<file path="src/rtl/branch_next_pc.sv">
module branch_next_pc #(
  parameter int XLEN = 32
) (
  input  logic [31:0]     instr_i,
  input  logic [XLEN-1:0] pc_i,
  input  logic [XLEN-1:0] opa_i,
  input  logic [XLEN-1:0] opb_i,
  output logic [XLEN-1:0] next_pc_o,
  output logic            taken_o,
  output logic            link_we_o,
  output logic [XLEN-1:0] link_data_o,
  output logic            illegal_o
);
  localparam logic [6:0] OP_BR   = 7'b1100011;
  localparam logic [6:0] OP_JAL  = 7'b1101111;
  localparam logic [6:0] OP_JALR = 7'b1100111;

  logic [6:0]      opc;
  logic [2:0]      f3;
  logic [XLEN-1:0] b_off, j_off, i_off, seq_pc, reg_tgt;
  logic            is_br, is_jal, is_jalr, cond, bad_f3;

  assign opc = instr_i[6:0];
  assign f3  = instr_i[14:12];

  assign b_off = {{(XLEN-12){instr_i[31]}}, instr_i[7], instr_i[30:25], instr_i[11:8], 1'b0};
  assign j_off = {{(XLEN-20){instr_i[31]}}, instr_i[19:12], instr_i[20], instr_i[30:21], 1'b0};
  assign i_off = {{(XLEN-12){instr_i[31]}}, instr_i[31:20]};

  assign is_br   = (opc == OP_BR);
  assign is_jal  = (opc == OP_JAL);
  assign is_jalr = (opc == OP_JALR) && (f3 == 3'b000);

  always_comb begin
    cond   = 1'b0;
    bad_f3 = 1'b0;
    unique case (f3)
      3'b000: cond = (opa_i == opb_i);
      3'b001: cond = (opa_i != opb_i);
      3'b100: cond = ($signed(opa_i) <  $signed(opb_i));
      3'b101: cond = ($signed(opa_i) >= $signed(opb_i));
      3'b110: cond = (opa_i <  opb_i);
      3'b111: cond = (opa_i >= opb_i);
      default: bad_f3 = 1'b1;
    endcase
  end

  assign seq_pc  = pc_i + XLEN'(4);
  assign reg_tgt = (opa_i + i_off) & ~XLEN'(1);

  always_comb begin
    if (is_jal)               next_pc_o = pc_i + j_off;
    else if (is_jalr)         next_pc_o = reg_tgt;
    else if (is_br && cond)   next_pc_o = pc_i + b_off;
    else                      next_pc_o = seq_pc;
  end

  assign taken_o     = is_jal || is_jalr || (is_br && cond);
  assign illegal_o   = is_br && bad_f3;
  assign link_data_o = seq_pc;
  assign link_we_o   = (is_jal || is_jalr) && (instr_i[11:7] != 5'd0);
endmodule


</file>
<file path="config.mk">
export PLATFORM = sky130hd
export DESIGN_NAME = branch_next_pc
export DESIGN_NICKNAME = d
export VERILOG_FILES = /design/src/rtl/branch_next_pc.sv
export SDC_FILE = /design/constraint.sdc
export NUM_CORES = 1
export LEC_CHECK = 0
export ABC_AREA = 0
export CAP_MARGIN = 20
export CORE_UTILIZATION = 35
export DETAILED_ROUTE_END_ITERATION = 6
export GPL_TIMING_DRIVEN = 0
export PLACE_DENSITY_LB_ADDON = 0.1
export SETUP_SLACK_MARGIN = 0.02
export SLEW_MARGIN = 5
export SYNTH_ARGS = -nofsm -noshare
export SYNTH_HDL_FRONTEND = slang
export SYNTH_SLANG_ARGS = --single-unit
</file>
<file path="constraint.sdc">
create_clock -name vclk -period 4.6
set_input_delay 0.46 -clock vclk [all_inputs]
set_output_delay 0.46 -clock vclk [all_outputs]
set_load 0.03 [all_outputs]
</file>
Word-level counts from Yosys, hierarchy flattened --
Cells that the tools add are included.
Storage, ports and cells: flip-flop bits (word level) 0, output and inout bits 67, logic and storage cells 32
Operators by class: add/sub/neg operators 4, magnitude comparators 4, equal/unequal tests 10, mux-type cells 5, reductions and logical operators 9
Operator list (number):
- 32-bit adder | 3
- 32-bit 2-to-1 mux | 3
- 32-bit greater-or-equal comparator | 2
- 32-bit less-than comparator | 2
- 32-bit by 3-bit adder with 32-bit output (second input constant) | 1
- 32-bit equality test | 1
- 32-bit != test | 1
- 7-bit equality test (second input constant) | 3
- 3-bit equality test (second input constant) | 4
- 1-bit one-hot mux with 6 select lines | 1
- 6-bit OR reduction | 1
- 5-bit nonzero test | 1
- 1-bit logical AND | 4
- 3-bit by 1-bit equality test with 1-bit output (second input constant) | 1
- 3-bit zero test | 1
- 1-bit logical OR | 2
- 1-bit 2-to-1 mux | 1

Depth between registers and ports, before layout --
Gate-level depths: netlist (run 1).
depth in word-level cells 6, gate-level depth with buffers 13, gate-level depth less buffers 12

Least setup slack after synthesis (run 1) --
No wires, ideal clock.
path type in2out, start point in opb_i[31], end point out next_pc_o[30], arrival time 3497 ps, data required time 4140 ps, setup slack 643 ps, cell stages on the path 11, path through inv_1 ha_1 nand4_2 nor4_4 o311ai_1 and4_4 o41a_1 a21oi_2 buf_6 o32ai_1 a211oi_1
On the way: word-level cells in the longest chain between the ends 6, elaborated cells on any way between the ends 11
Ends and longest elaborated chain:
- from (decl) | RTL line 7 | input logic [XLEN-1:0] opb_i,
- 32-bit greater-or-equal comparator, or another cell as far along | RTL line 43 | 3'b111: cond = (opa_i >= opb_i);
- 1-bit one-hot mux with 6 select lines (*) | RTL line 37 | unique case (f3)
- 1-bit logical AND (*) | RTL line 54 | else if (is_br && cond) next_pc_o = pc_i + b_off;
- 32-bit 2-to-1 mux (*) | RTL line 54
- 32-bit 2-to-1 mux (*) | RTL line 53 | else if (is_jalr) next_pc_o = reg_tgt;
- 32-bit 2-to-1 mux (*) | RTL line 52 | if (is_jal) next_pc_o = pc_i + j_off;
- to (decl) | RTL line 8 | output logic [XLEN-1:0] next_pc_o,
Every way passes the cells marked *; elsewhere a longest branch is shown, timed or not.

Worst setup path after layout (run 1) --
start point in opb_i[31], end point out next_pc_o[18]
Same word-level chain as after synthesis.

==> run metrics, run 1 <==
I/O Buffers 195; fin crit period 4509 ps; Post-synth top cells ha_1 (106), a21oi_1 (73), nand2_1 (72), nor2_1 (71), inv_1 (67); vias 7,933; Netlist cell types 69; unrepaired setup endpoints after global routing yes; CP Capture Type primary output; first-pass GRT wire length 39.35 mm; CP arrival 4050 ps; Syn Area/Cell 6.822 um2; drt first pass iters 7; Starting Density 35.87%; Rows 49; Area Growth Syn to Fin 37.15%; Post-DRT Antenna Nets 0; Final Hold Fails 0; Lkg Pwr 3.842 nW; gpl congestion 0.9504; YS warnings 0; number of global-route vias before repair 7,700; DR iter-0 viols 501; # DRC 14; Seq/Total Area, Yosys 0%; worst-path maximum fanout 5; total power 0.001096 W; Critical path buffers and inverters 5; total grt overflow 0; Slowest Stage Delay on Critical Path 460 ps; total die area 0.01908 mm2; nets 1,390; clock buffer count 0; DPL Wire Length 20.83 mm; cells after synthesis 951; critical path class in2out; WL per Instance 17.95 um; hold slack 1617 ps; critical path startpoint category primary input; post-synth top area share 20.44%; Crit path max-delay family buffers and inverters; register area 0 um2; Syn Nets 1,188; Tightest Hold Check Type in2out; max-slew violation count 0; Routed WL 24.77 mm; failing checks design-rule violations; vias per cell 5.749; GRT Total Usage 25.19%; Post-Syn Area 0.006487 mm2; ant diodes 0; Worst VDD drop 0.00006689 V; layout cell share with drive strength beyond 1 7.646%; Cell Area, Placed 0.008741 mm2; Crit-path slowest cell clkdlybuf4s50_1; FF+latch count 0; pwr dens 123.2 mW/mm2; outcome finished, violations left; WP data required 4140 ps; final instance area 0.008897 mm2; most common cell in the netlist ha_1; Die Y 138.1 um; Ports 195; Core Area 0.01809 mm2; relative slew slack 35.91%; maximum clock rate 0.2218 GHz; Die Width 138.1 um; Setup Viol. Count Final 0; Max-cap violations 0; final worst path period share 98.02%; crit-path cells clkdlybuf4s50_1 -> inv_1 -> ha_2 -> nand4_2 -> nor4_4 -> buf_4 -> nand3_2 -> and2_1 -> and4_4 -> o41a_1 -> a21oi_4 -> buf_4 -> mux2_2 -> o22ai_1 -> buf_2; Synth area leaders ha_1 (20%), xnor2_1 (8.1%), a21oi_1 (5.6%); crit-path most repeated cell buf_4; largest net degree at the start of global routing 42; Tightest Pin Transition 957.8 ps; dominant cell type by area after synthesis ha_1; initial antenna violation count 0
[worst min-delay path: cells and delay by family]
kind	cells	cell delay [ps]
buffers and inverters	2	420
AND/OR/NAND/NOR	1	50
adder cells (fa/ha/maj)	1	160
AO/OA/AOI/OAI	1	60
[area by class of cell]
class	count	area [um2]
Buffer	33	170.2
Fill cell	1904	9189
Inverter	67	251.5
Multi-Input combinational cell	847	6255
Tap cell	229	286.5
Timing Repair Buffer	204	1934
[cell usage in the layout, fill, tap and decap left out, types with 5 or more instances in the layout]
master           instances
buf_2                    9
clkbuf_1                25
o21a_1                  19
a31oi_1                 27
nand4_1                 23
nand3_1                 30
nor3_1                  20
a211oi_1                22
inv_1                   67
xnor2_1                 60
o21ai_0                 53
a21oi_1                 70
clkdlybuf4s50_1        159
clkbuf_2                11
o31ai_1                  5
ha_1                   105
o211ai_1                11
nor2b_1                  6
and2_1                   7
nor2_1                  71
nand2_1                 72
or3_1                   12
mux2i_1                 11
xor2_1                  38
nand2b_1                14
nor4_1                   5
and3_1                  18
o21bai_1                 5
buf_4                   15
o22ai_1                 13
a21o_1                  28
[final timing paths]
check | startpoint | end | slack, ps | cells after the start
worst max-delay path | opb_i[31] | next_pc_o[18] | 90 | 15
worst min-delay path | pc_i[1] | next_pc_o[1] | 1620 | 5
[routing by layer]
layer / global-route usage, % / routed length (um) / share of wire [%] / vias up
met1: 31.35 / 10540 / 43 / 3626
met5: 0 / 0 / 0 / -
met2: 45.49 / 11890 / 48 / 282
met4: 8.220 / 889 / 3.6 / 0
met3: 2.286 / 1454 / 5.9 / 48
li1: - / - / - / 3977
[cells by family (layout without fill, tap and decap cells)]
family	count (synthesis)	count (layout)	share of synthesized area, %
multiplexers	15	15	2.372
adder cells (fa/ha/maj)	109	109	21.37
AND/OR/NAND/NOR	296	296	22.93
AO/OA/AOI/OAI	329	329	33.64
buffers and inverters	104	304	6.461
XOR/XNOR	98	98	13.23
[what timing repair did]
item	CTS	global route
buffers inserted	4	4
hold buffers	0	0
gates resized for setup	96	86
setup endpoints to repair	32	32
pin swaps	3	5
[metrics by stage]
stage / setup TNS (ps) / cells / worst slack, ps / util, %
after global routing: -106.6 / 1380 / -76.75 / 49.19
after detailed placement: -18900 / 1376 / -994.4 / 48.33
after floorplan: 0 / 951 / 642.7 / -
final: 0 / 1380 / 91.31 / 49.19
after CTS: 0 / 1380 / 10.04 / 48.99
after global placement: -28330 / 1375 / -1782 / 48.25
[report_power, final]
part           switching, W  total (W)  internal [W]
Clock                     0          0             0
Sequential                0          0             0
Combinational      0.000615    0.00110      0.000481
Total              0.000615    0.00110      0.000481
(Power assumes the default switching activity.)
==> run 2: changes to the inputs <==
SETUP_SLACK_MARGIN = 0.1   (was 0.02)
==> run 2 against run 1 <==
Effect of this change: the run still ends with design-rule violations left; sequential cell count did not move; combinational power about the same; non-clock buffer count up 4; sequential share of layout area did not move; clock-buffer cell count did not move; critical endpoint is now next_pc_o[29].
==> run metrics, run 2 (synthesis gave the netlist of run 1 again) <==
relative slew slack 35.05%; FF+latch count 0; total grt overflow 0; register area 0 um2; WP data required 4140 ps; Core Area 0.01809 mm2; final instance area 0.008984 mm2; Starting Density 35.87%; commonest non-fill, non-tap cell in the layout clkdlybuf4s50_1; CP Capture Type primary output; Ports 195; Post-DRT Antenna Nets 0; number of global-route vias before repair 7,696; vias 7,942; nets 1,394; critical path startpoint category primary input; ant diodes 0; maximum clock rate 0.2259 GHz; Worst VDD drop 0.00006568 V; clock buffer count 0; # DRC 13; Die Width 138.1 um; Setup Viol. Count Final 0; Clock Power Share 0%; GRT Total Usage 25.18%; Flop pwr share 0%; WL per Instance 17.99 um; worst hold stages 5; Final Hold Fails 0; WHS Endpoint next_pc_o[1]; initial antenna violation count 0; Max-cap violations 0; total die area 0.01908 mm2; Cell Area, Placed 0.008741 mm2; Gate power share 100.0%; fin crit period 4426 ps; critical path class in2out; Die Y 138.1 um; Sw Share 56.17%; outcome finished, violations left; Tightest Hold Check Type in2out; final worst path period share 96.22%; start point of the worst hold path pc_i[1]; NetSw 0.0006232 W; CP arrival 3970 ps; pwr dens 123.5 mW/mm2; DPL Wire Length 20.83 mm; gpl congestion 0.9504; Routed WL 24.90 mm; Rows 49; unrepaired setup endpoints after global routing yes; CTS Hold Bufs 0; layout cell share with drive strength beyond 1 8.485%; Lkg Pwr 3.857 nW; vias per cell 5.738; DR iter-0 viols 496; hold slack 1622 ps; worst-path maximum fanout 7; final-layout fill cell count 1,894; largest net degree at the start of global routing 42; Pint 0.0004862 W; Area Growth Syn to Fin 38.48%; failing checks design-rule violations; I/O Buffers 195; leading cell types in the layout, fill and taps excluded clkdlybuf4s50_1 (158), ha_1 (105), nand2_1 (72), nor2_1 (70), a21oi_1 (69); Tightest Pin Transition 970.6 ps; first-pass GRT wire length 39.39 mm; drt first pass iters 7; max-slew violation count 0
run 2: metrics by stage:
step	util [%]	power [W]	TNS, ps	setup WS, ps	cells
3_5_place_dp	48.33	0.001060	-18900	-994.4	1376
5_1_grt	49.67	0.001217	0	15.86	1384
6_report	49.67	0.001109	0	173.9	1384
3_3_place_gp	48.25	0.001057	-28330	-1782	1375
4_1_cts	49.15	0.001078	0	101.6	1383
2_1_floorplan	-	0.0006892	0	642.7	951
run 2: power by group through the flow:
stage	combinational, W	clock [W]	sequential, W
2_1_floorplan	0.000689	0	0
3_3_place_gp	0.00106	0	0
3_5_place_dp	0.00106	0	0
4_1_cts	0.00108	0	0
5_1_grt	0.00122	0	0
6_report	0.00111	0	0
run 2: layout make-up:
| type | count | area (um2) | area share [%] |
|---|---|---|---|
| Multi-Input combinational cell | 847 | 6320 | 70.35 |
| Buffer | 35 | 177.7 | 1.978 |
| Inverter | 67 | 251.5 | 2.799 |
| Timing Repair Buffer | 206 | 1948 | 21.69 |
| Tap cell | 229 | 286.5 | 3.189 |
run 2: timing repair:
action	in CTS	in global routing
gates resized for setup	136	79
setup endpoints to repair	32	34
hold endpoints to repair	0	0
pin swaps	3	12
buffers inserted	7	3
run 2: layer usage:
metal  global-route usage (%)  vias up  part of all wire (%)
met5                        0        -                     0
met4                    8.930        0                   4.0
li1                         -     3988                     -
met1                    31.45     3639                    44
met3                    2.078       60                   4.7
met2                    45.19      255                    48
run 2: worst max-delay path by stage:
| stage | startpoint | end |
|---|---|---|
| 2_1_floorplan | opb_i[31] | next_pc_o[30] |
| 3_3_place_gp | instr_i[31] | next_pc_o[30] |
| 3_5_place_dp | pc_i[2] | next_pc_o[29] |
| 4_1_cts | opb_i[23] | next_pc_o[19] |
| 5_1_grt | pc_i[6] | next_pc_o[29] |
| 6_report | pc_i[6] | next_pc_o[29] |
run 2: worst max-delay path, stage by stage:
cell             delay, ps
clkdlybuf4s50_1        560
ha_1                   260
buf_2                  170
a21o_1                 240
a211o_1                340
o2111ai_2              270
a32oi_2                180
a31o_2                 330
and3_1                 210
a2111oi_4              360
nor2_1                 100
nor4_2                 280
buf_4                  200
